--- src/rtl/vdma_pkg.sv ---
package vdma_pkg;

    localparam int SEL_W = 3;

    localparam logic [SEL_W-1:0] SEL_SRC_HI = 3'd0;
    localparam logic [SEL_W-1:0] SEL_SRC_LO = 3'd1;
    localparam logic [SEL_W-1:0] SEL_DST_HI = 3'd2;
    localparam logic [SEL_W-1:0] SEL_DST_LO = 3'd3;
    localparam logic [SEL_W-1:0] SEL_CTRL   = 3'd4;

    typedef enum logic [1:0] {
        ST_IDLE      = 2'd0,
        ST_WAIT_LINE = 2'd1,
        ST_FETCH     = 2'd2,
        ST_STORE     = 2'd3
    } vdma_state_e;

endpackage

--- src/rtl/vdma_ptr.sv ---
// Block-granular address pointer written one byte at a time and
// advanced by one block per completed copy.
module vdma_ptr #(
    parameter int DATA_W    = 8,
    parameter int BLK_SHIFT = 4,
    parameter int HI_BIT    = 15
) (
    input  logic                  clk,
    input  logic                  rst_n,
    input  logic                  wr_hi,
    input  logic                  wr_lo,
    input  logic [DATA_W-1:0]     wdata,
    input  logic                  adv,
    output logic [2*DATA_W-1:0]   addr
);
    localparam int AW = 2 * DATA_W;
    localparam int PW = HI_BIT - BLK_SHIFT + 1;
    localparam logic [PW-1:0] PTR_ONE = PW'(1);

    logic [PW-1:0] ptr_q;
    logic [PW-1:0] ptr_d;
    logic [AW-1:0] cand;
    logic          unused_cand;

    always_comb begin
        addr = '0;
        addr[HI_BIT:BLK_SHIFT] = ptr_q;
    end

    // Merge the written byte into the current full address, then keep
    // only the bits this pointer holds.
    always_comb begin
        cand = addr;
        if (wr_hi) cand[AW-1:DATA_W] = wdata;
        if (wr_lo) cand[DATA_W-1:0]  = wdata;
    end

    assign unused_cand = ^cand;

    always_comb begin
        ptr_d = ptr_q;
        if (wr_hi || wr_lo) ptr_d = cand[HI_BIT:BLK_SHIFT];
        else if (adv)       ptr_d = ptr_q + PTR_ONE;
    end

    always_ff @(posedge clk) begin
        if (!rst_n) ptr_q <= '0;
        else        ptr_q <= ptr_d;
    end

    // a high-byte write leaves the low half untouched
    a_r7_hi_write_keeps_low: assert property (@(posedge clk) disable iff (!rst_n)
        (wr_hi && !wr_lo && !adv) |=>
            addr[DATA_W-1:BLK_SHIFT] == $past(addr[DATA_W-1:BLK_SHIFT]));

    // one completed block advances the pointer by exactly one block
    a_r5_block_advance: assert property (@(posedge clk) disable iff (!rst_n)
        (adv && !wr_hi && !wr_lo) |=>
            addr[HI_BIT:BLK_SHIFT] == $past(addr[HI_BIT:BLK_SHIFT]) + PTR_ONE);

endmodule

--- src/rtl/vdma_fsm.sv ---
// Transfer sequencer: block count, byte index, mode and memory phase.
module vdma_fsm
    import vdma_pkg::*;
#(
    parameter int DATA_W    = 8,
    parameter int BLK_SHIFT = 4
) (
    input  logic                  clk,
    input  logic                  rst_n,
    input  logic                  ctrl_wr,
    input  logic [DATA_W-1:0]     ctrl_wdata,
    input  logic                  line_pulse,
    input  logic                  mem_ready,
    output logic                  fetch_req,
    output logic                  store_req,
    output logic [BLK_SHIFT-1:0]  byte_idx,
    output logic                  blk_done,
    output logic                  active,
    output logic [DATA_W-1:0]     status
);
    localparam int LEN_W = DATA_W - 1;
    localparam logic [BLK_SHIFT-1:0] IDX_LAST = '1;
    localparam logic [BLK_SHIFT-1:0] IDX_ONE  = BLK_SHIFT'(1);
    localparam logic [LEN_W-1:0]     REM_ONE  = LEN_W'(1);

    vdma_state_e          state_q, state_d;
    logic [LEN_W-1:0]     rem_q, rem_d;
    logic [BLK_SHIFT-1:0] idx_q, idx_d;
    logic                 line_q, line_d;
    logic                 done_c;
    logic                 cancel;

    always_comb begin
        state_d = state_q;
        rem_d   = rem_q;
        idx_d   = idx_q;
        line_d  = line_q;
        done_c  = 1'b0;
        cancel  = ctrl_wr && line_q && (state_q != ST_IDLE) && !ctrl_wdata[DATA_W-1];
        unique case (state_q)
            ST_IDLE: begin
                if (ctrl_wr) begin
                    rem_d   = ctrl_wdata[LEN_W-1:0];
                    line_d  = ctrl_wdata[DATA_W-1];
                    idx_d   = '0;
                    state_d = ctrl_wdata[DATA_W-1] ? ST_WAIT_LINE : ST_FETCH;
                end
            end
            ST_WAIT_LINE: begin
                if (line_pulse) state_d = ST_FETCH;
            end
            ST_FETCH: begin
                if (mem_ready) state_d = ST_STORE;
            end
            ST_STORE: begin
                if (mem_ready) begin
                    if (idx_q == IDX_LAST) begin
                        done_c = 1'b1;
                        idx_d  = '0;
                        if (rem_q == '0) begin
                            rem_d   = '1;
                            state_d = ST_IDLE;
                        end else begin
                            rem_d   = rem_q - REM_ONE;
                            state_d = line_q ? ST_WAIT_LINE : ST_FETCH;
                        end
                    end else begin
                        idx_d   = idx_q + IDX_ONE;
                        state_d = ST_FETCH;
                    end
                end
            end
        endcase
        if (cancel) begin
            state_d = ST_IDLE;
            idx_d   = '0;
            rem_d   = rem_q;
            done_c  = 1'b0;
        end
    end

    always_ff @(posedge clk) begin
        if (!rst_n) begin
            state_q <= ST_IDLE;
            rem_q   <= '1;
            idx_q   <= '0;
            line_q  <= 1'b0;
        end else begin
            state_q <= state_d;
            rem_q   <= rem_d;
            idx_q   <= idx_d;
            line_q  <= line_d;
        end
    end

    always_comb begin
        fetch_req = (state_q == ST_FETCH);
        store_req = (state_q == ST_STORE);
        active    = (state_q != ST_IDLE);
        byte_idx  = idx_q;
        blk_done  = done_c;
        status    = {(state_q == ST_IDLE), rem_q};
    end

    // completing the final block leaves the control readback at all ones
    a_r8_final_block_reads_ff: assert property (@(posedge clk) disable iff (!rst_n)
        (blk_done && rem_q == '0) |=> status == {DATA_W{1'b1}});

    // a cancel keeps the remaining count and sets the idle flag
    a_r10_cancel_keeps_count: assert property (@(posedge clk) disable iff (!rst_n)
        cancel |=> (status[DATA_W-1] && status[LEN_W-1:0] == $past(rem_q)));

    // the line-wait state never issues a memory request
    a_r9_wait_no_request: assert property (@(posedge clk) disable iff (!rst_n)
        (state_q == ST_WAIT_LINE && !line_pulse) |=> !fetch_req && !store_req);

endmodule

--- src/rtl/vdma_copy.sv ---
module vdma_copy
    import vdma_pkg::*;
#(
    parameter int                    DATA_W     = 8,
    parameter int                    BLK_SHIFT  = 4,
    parameter int                    DST_HI_BIT = 12,
    parameter logic [2*DATA_W-1:0]   DST_BASE   = 16'h8000
) (
    input  logic                  clk,
    input  logic                  rst_n,
    input  logic                  cpu_we,
    input  logic [2:0]            cpu_sel,
    input  logic [DATA_W-1:0]     cpu_wdata,
    output logic [DATA_W-1:0]     cpu_rdata,
    input  logic                  line_pulse,
    output logic                  mem_req,
    output logic                  mem_we,
    output logic [2*DATA_W-1:0]   mem_addr,
    output logic [DATA_W-1:0]     mem_wdata,
    input  logic [DATA_W-1:0]     mem_rdata,
    input  logic                  mem_ready
);
    localparam int AW = 2 * DATA_W;

    logic                 fetch_req, store_req, blk_done, active;
    logic [BLK_SHIFT-1:0] byte_idx;
    logic [DATA_W-1:0]    status;
    logic [AW-1:0]        src_addr, dst_addr, idx_ext;
    logic [DATA_W-1:0]    data_q;
    logic                 addr_wr_ok, ctrl_wr;

    assign addr_wr_ok = cpu_we && !active;
    assign ctrl_wr    = cpu_we && (cpu_sel == SEL_CTRL);

    vdma_ptr #(.DATA_W(DATA_W), .BLK_SHIFT(BLK_SHIFT), .HI_BIT(AW-1)) u_src_ptr (
        .clk   (clk),
        .rst_n (rst_n),
        .wr_hi (addr_wr_ok && cpu_sel == SEL_SRC_HI),
        .wr_lo (addr_wr_ok && cpu_sel == SEL_SRC_LO),
        .wdata (cpu_wdata),
        .adv   (blk_done),
        .addr  (src_addr)
    );

    vdma_ptr #(.DATA_W(DATA_W), .BLK_SHIFT(BLK_SHIFT), .HI_BIT(DST_HI_BIT)) u_dst_ptr (
        .clk   (clk),
        .rst_n (rst_n),
        .wr_hi (addr_wr_ok && cpu_sel == SEL_DST_HI),
        .wr_lo (addr_wr_ok && cpu_sel == SEL_DST_LO),
        .wdata (cpu_wdata),
        .adv   (blk_done),
        .addr  (dst_addr)
    );

    vdma_fsm #(.DATA_W(DATA_W), .BLK_SHIFT(BLK_SHIFT)) u_fsm (
        .clk        (clk),
        .rst_n      (rst_n),
        .ctrl_wr    (ctrl_wr),
        .ctrl_wdata (cpu_wdata),
        .line_pulse (line_pulse),
        .mem_ready  (mem_ready),
        .fetch_req  (fetch_req),
        .store_req  (store_req),
        .byte_idx   (byte_idx),
        .blk_done   (blk_done),
        .active     (active),
        .status     (status)
    );

    always_ff @(posedge clk) begin
        if (!rst_n)                     data_q <= '0;
        else if (fetch_req && mem_ready) data_q <= mem_rdata;
    end

    assign idx_ext   = AW'(byte_idx);
    assign mem_req   = fetch_req || store_req;
    assign mem_we    = store_req;
    assign mem_wdata = data_q;
    assign mem_addr  = store_req ? (DST_BASE | dst_addr | idx_ext) : (src_addr | idx_ext);
    assign cpu_rdata = (cpu_sel == SEL_CTRL) ? status : {DATA_W{1'b1}};

    // every write lands inside the video window
    a_r3_dst_window: assert property (@(posedge clk) disable iff (!rst_n)
        (mem_req && mem_we) |->
            mem_addr[AW-1:DST_HI_BIT+1] == DST_BASE[AW-1:DST_HI_BIT+1]);

    // an unaccepted request is held unchanged
    a_r4_hold_until_ready: assert property (@(posedge clk) disable iff (!rst_n)
        (mem_req && !mem_ready) |=>
            (!mem_req || ($stable(mem_addr) && $stable(mem_we))));

    // an accepted read is followed by a write unless a cancel lands
    a_r4_read_then_write: assert property (@(posedge clk) disable iff (!rst_n)
        (mem_req && !mem_we && mem_ready && !(ctrl_wr && !cpu_wdata[DATA_W-1]))
            |=> (mem_req && mem_we));

    // the access after a block's last write starts on a block boundary
    a_r2_block_aligned: assert property (@(posedge clk) disable iff (!rst_n)
        (mem_req && mem_we && mem_ready && mem_addr[BLK_SHIFT-1:0] == '1)
            |=> (!mem_req || mem_addr[BLK_SHIFT-1:0] == '0));

endmodule

--- config.mk ---
export PLATFORM = sky130hd
export DESIGN_NAME = vdma_copy
export DESIGN_NICKNAME = d
export VERILOG_FILES = /design/src/rtl/vdma_pkg.sv /design/src/rtl/vdma_ptr.sv /design/src/rtl/vdma_fsm.sv /design/src/rtl/vdma_copy.sv
export SDC_FILE = /design/constraint.sdc
export NUM_CORES = 1
export LEC_CHECK = 0
export BUFFER_PORTS_ARGS = -buffer_cell sky130_fd_sc_hd__buf_4
export CAP_MARGIN = 15
export CORE_MARGIN = 8
export CORE_UTILIZATION = 45
export DETAILED_ROUTE_END_ITERATION = 8
export PLACE_DENSITY = 0.72
export SYNTH_ARGS = -nofsm -noshare
export SYNTH_HDL_FRONTEND = slang
export SYNTH_SLANG_ARGS = --single-unit
--- constraint.sdc ---
create_clock -name clk -period 2.9 [get_ports clk]
set_input_delay 0 -clock clk [delete_from_list [all_inputs] [get_ports clk]]
set_output_delay 0 -clock clk [all_outputs]
set_load 0.01 [all_outputs]
==> results.cfg, run 1 <==
[outcome]
status = finished, final reports clean

[timing]
rsz0062_at_grt = false
period_share = 0.911
hold_viol = 0
tns_ps = 0
relSlewSlack = 0.521
worst_pin_slew_ps = 711
maxSlewViolCount = 0
fin_skew_ps = 8.81
fmax_mhz = 379
setup_viol = 0
fin_crit_ps = 2640

[worst_setup_path]
required_ps = 3110
endpoint_kind = register
crit_type = reg -> reg
start_kind = register
cp.arrival_ps = 2850
critPathMaxFanout = 11

[floorplan]
fp.dieW_um = 92.9
row_count = 28
io_pins = 58
die_y_um = 92.9
die_area_mm2 = 0.00862
fp.coreArea_mm2 = 0.00582
initial_utilization = 0.457

[yosys]
synthDistinctLibCells = 62
yosys_warnings = 0
yosysMostFrequentCell = dfxtp_1
synth.net_count = 373
syn_inst = 341
syn_area_per_cell_um2 = 7.79
async_flop_share = 0
ys_seq_elements = 43
synth_edf_count = 0
synth_area_leaders = dfxtp_1 (32%), nand3_1 (5.5%), nand2_1 (5.4%)
synth_top_area_cell = dfxtp_1
synthTopCellsByCount = dfxtp_1 (43), nand2_1 (38), nand3_1 (29), a21oi_1 (27), nor2_1 (22)
synth_area_mm2 = 0.00266
yosysTopAreaCellShare = 0.324
synthFlopType = dfxtp_1
ys_seq_area_frac = 0.324

[clock_network]
hold_buffers = 9
cts.clk_slew.worst_paths_ps = 90
cts.path.max_buffers = 2
post_cts_resized = 0
cts_setup_buffers = 0
cts_buffers = 5
clock-root-buffer = clkbuf_8
clock-sinks = 43
cts_tree = built
clk_latency_ps = 300
htreeDepth = 2

[route]
dr.first_iter.drc_count = 225
totalWireLength_mm = 8.05
vias = 2872
dr.pass1.iters = 5
wl_per_cell_um = 16.8
ant_nets = 0
via_per_inst = 5.98
drc = 0

[global_route]
gr-total-overflow = 0
grt_max_degree = 32
grt_use_total = 0.191
grt_pass1_wl_mm = 13.5
grt_pass1_vias = 2739
antenna_found_initial = 0

[final_layout]
diodes = 0
nNetsFinal = 436
syn2layout_area_growth_pct = 25.2
drive_gt1_frac = 0.225

[run]
maxCapViolations = 0

[pwr]
power_mw = 1.67
power.leakage_nw = 1.30
power_density_mw_per_mm2 = 502
vdd_drop_max_v = 0.000270

[placement]
gp_congestion = 0.861
hpwl_mm = 5.80
io_buffers = 57

[worst_hold_path]
hold_class = in -> reg
[critical path: stages, from the launching register on]
cell	delay [ps]
dfxtp_1	380
inv_1	100
ha_1	340
or4b_4	600
o2111a_1	330
nand2_2	200
mux2_2	360
a311oi_1	240
[layer usage]
| layer | global-route usage | wire length (um) |
|---|---|---|
| met1 | 0.240 | 3590 |
| met2 | 0.295 | 3600 |
| met3 | 0.0599 | 645 |
| met4 | 0.0752 | 203 |
| met5 | 0 | 0 |
[layout make-up]
class | instances | area, um2
repair buffers | 71 | 558
clock inverters | 3 | 15.0
well taps | 75 | 93.8
clock buffers | 5 | 68.8
inverters | 11 | 41.3
flip-flops and latches | 43 | 861
multi-input cells | 272 | 1690
fillers | 570 | 2490
[cells by family (layout without fill, tap and decap cells)]
family                   Yosys count  count (layout)  synth area share
multiplexers                      10              10            0.0419
AND/OR/NAND/NOR                  151             151             0.291
adder cells (fa/ha/maj)            8               8            0.0377
flip-flops                        43              43             0.324
buffers and inverters             26              90            0.0400
XOR/XNOR                           6               6            0.0198
AO/OA/AOI/OAI                     97              97             0.246
[placed cells by master (no fill, tap or decap), types with 4 or more instances in the layout]
| cell type | Yosys | final |
|---|---|---|
| buf_4 | 0 | 61 |
| dfxtp_1 | 43 | 43 |
| nand2_1 | 38 | 38 |
| nand3_1 | 29 | 29 |
| a21oi_1 | 27 | 27 |
| nor2_1 | 22 | 22 |
| o21ai_0 | 21 | 21 |
| nor3_1 | 13 | 13 |
| inv_1 | 11 | 11 |
| dlygate4sd3_1 | 0 | 10 |
| or2_2 | 9 | 9 |
| mux2_2 | 9 | 9 |
| and3_1 | 9 | 9 |
| ha_1 | 8 | 8 |
| nand4_1 | 5 | 5 |
| clkbuf_8 | 0 | 5 |
| a221oi_1 | 4 | 4 |
| xnor2_1 | 4 | 4 |
[final timing paths]
kind                                       start                 end  slack [ps]  cells after the start
worst min register to register      mem_wdata[1]        mem_wdata[1]         460                      2
worst max-delay path            u_fsm.state_q[0]  u_dst_ptr.ptr_q[2]         260                      7
worst min-delay path                cpu_wdata[6]  u_dst_ptr.ptr_q[2]          40                      3
worst max register to register  u_fsm.state_q[0]  u_dst_ptr.ptr_q[2]         260                      7
[flip-flops by register name (all words and copies together) (netlist names)]
signal / count
u_fsm.line_q: 1
u_dst_ptr.ptr_q: 9
u_src_ptr.ptr_q: 12
u_fsm.rem_q: 7
mem_wdata: 8
u_fsm.byte_idx: 4
u_fsm.state_q: 2
[power by group]
group          internal, mW  leakage (nW)  switching [mW]
clock                 0.165        0.0477           0.213
sequential            0.658         0.349          0.0647
combinational         0.240         0.906           0.331
total                  1.06          1.30           0.609
[through the flow]
stage	util	cells	worst slack (ps)	hold slack, ps	cell area (um2)
2_1_floorplan	-	341	627	104	2660
3_3_place_gp	0.541	462	415	270	3140
3_5_place_dp	0.541	462	350	274	3140
4_1_cts	0.571	479	319	8.06	3320
5_1_grt	0.572	480	136	30.2	3330
6_report	0.572	480	258	35.8	3330
Note: power is estimated with default switching activity, not from simulation.
==> run 2: changes to the inputs <==
--- a/config.mk
+++ b/config.mk
@@ -10,7 +10,7 @@
 export CORE_MARGIN = 8
 export CORE_UTILIZATION = 45
 export DETAILED_ROUTE_END_ITERATION = 8
-export PLACE_DENSITY = 0.72
+export PLACE_DENSITY = 0.75
 export SYNTH_ARGS = -nofsm -noshare
 export SYNTH_HDL_FRONTEND = slang
 export SYNTH_SLANG_ARGS = --single-unit
==> constraint.sdc (replaced) <==
create_clock -name clk -period 2.4 [get_ports clk]
set_input_delay 0 -clock clk [delete_from_list [all_inputs] [get_ports clk]]
set_output_delay 0 -clock clk [all_outputs]
set_load 0.01 [all_outputs]
==> results.cfg, run 2 (synthesis results as in run 1) <==
[outcome]
status = finished, final reports clean

[worst_setup_path]
reg2reg_slack_ps = 50
path_depth = 7
cp_slowest_stage_delay_ps = 560
rr_startpoint = u_fsm.state_q[1]
crit_type = reg -> reg
start_kind = register
crit_family = simple AND/OR/NAND/NOR gates
reg2regPathDepth = 7
cpMaxStageDelayCell = or4b_4
required_ps = 2610
critPathMaxFanout = 6
startpoint = u_fsm.state_q[1]
crit_chain = inv_1 -> ha_1 -> or4b_4 -> o2111a_2 -> nand2_2 -> mux2_2 -> a311oi_2
critPathBufInv = 1
cp.arrival_ps = 2560
endpoint_kind = register

[timing]
setup_viol = 0
rsz0062_at_grt = true
hold_viol = 0
fin_skew_ps = 5.36
period_share = 0.977
fin_crit_ps = 2350
fmax_mhz = 426
worst_pin_slew_ps = 702
relSlewSlack = 0.532
maxSlewViolCount = 0

[final_layout]
layout_common_cells = buf_4 (69), dfxtp_1 (42), nand2_1 (38), nand3_1 (29), a21oi_1 (27)
multi_input_area_mm2 = 0.00171
diodes = 0
final_common_cell = buf_4
instances_no_fill = 486
drive_gt1_frac = 0.253
fillCellCount = 547
max_flop_register = u_src_ptr.ptr_q
nNetsFinal = 442
syn2layout_area_growth_pct = 29.4
fin_area_mm2 = 0.00344
regArea_um2 = 862
largest_reg_flops = 12

[clock_network]
cts_buffers = 5
htreeDepth = 2
clk_latency_ps = 300
cts_setup_buffers = 0
cts.clk_slew.worst_paths_ps = 90
cts_tree = built
clock-root-buffer = clkbuf_8
clock-sinks = 43
cts.path.max_buffers = 2

[floorplan]
fp.dieW_um = 92.9
initial_utilization = 0.457
die_area_mm2 = 0.00862
row_count = 28
io_pins = 58
die_y_um = 92.9
fp.coreArea_mm2 = 0.00582

[route]
ant_nets = 0
vias = 2941
totalWireLength_mm = 8.21
dr.pass1.iters = 5
drc = 0
wl_per_cell_um = 16.9
dr.first_iter.drc_count = 236
via_per_inst = 6.05

[pwr]
power.leakage_nw = 1.36
power_density_mw_per_mm2 = 668
vdd_drop_max_v = 0.000432

[global_route]
grt_max_degree = 29
grt_pass1_wl_mm = 13.2
grt_pass1_vias = 2686
antenna_found_initial = 0
grt_use_total = 0.185
gr-total-overflow = 0

[placement]
io_buffers = 57
gp_congestion = 0.964
placed_cell_area_mm2 = 0.00320
hpwl_mm = 5.91
dp_cells = 470

[worst_hold_path]
min_from = cpu_wdata[1]
hold_class = in -> reg
hold_depth = 3

[run]
maxCapViolations = 0
==> run 2: cell count changes in the layout (fill, tap and decap cells not counted), moves of 2 or more <==
| cell | delta |
|---|---|
| clkinv_2 | -3 |
| dlygate4sd3_1 | -2 |
| buf_4 | +8 |
| bufinv_16 | +2 |
==> run 2: stage by stage <==
step                hold slack (ps)   util  setup TNS (ps)  setup WS, ps  power, mW
finish                         13.2  0.591               0          54.3       2.30
CTS                            14.5  0.588               0          7.48       2.29
global placement                265  0.551               0           120       1.57
floorplan                       104      -               0           127       1.33
detailed placement              276  0.551               0          43.0       1.59
global route                   18.3  0.591           -12.6         -6.29       2.42
==> run 2: cell type report <==
class,instances,share of cell area
Multi-Input combinational cell,272,0.497
Inverter,11,0.0120
Sequential cell,43,0.251
Clock inverter,3,0.0196
Timing Repair Buffer,77,0.174
Clock buffer,5,0.0200
Tap cell,75,0.0273
==> run 2: worst min-delay path, stage by stage <==
cell	delay, ps
buf_4	110
o211ai_1	80
o211ai_1	80
==> run 2: worst paths after layout <==
path | endpoint
hold reg to reg | mem_wdata[1]
setup / recovery | u_dst_ptr.ptr_q[2]
setup reg to reg | u_dst_ptr.ptr_q[2]
hold / removal | u_fsm.rem_q[1]
==> run 2: what timing repair did <==
| action | 4_1_cts | 5_1_grt |
|---|---|---|
| hold buffers | 8 | 0 |
| hold endpoints to repair | 8 | 0 |
| gates resized for setup | 0 | 8 |
| endpoints found under the setup margin | 0 | 11 |
==> run 2: metal layers <==
| metal | GRT usage | share of wire |
|---|---|---|
| met5 | 0 | 0 |
| met3 | 0.0461 | 0.089 |
| met1 | 0.232 | 0.43 |
| met4 | 0.0523 | 0.015 |
| met2 | 0.305 | 0.47 |
==> run 2: power by group <==
group | internal (mW) | switching, mW | leakage, nW | total, mW
clock | 0.415 | 0.265 | 0.0644 | 0.680
combinational | 0.320 | 0.427 | 0.942 | 0.747
sequential | 0.796 | 0.0754 | 0.349 | 0.871
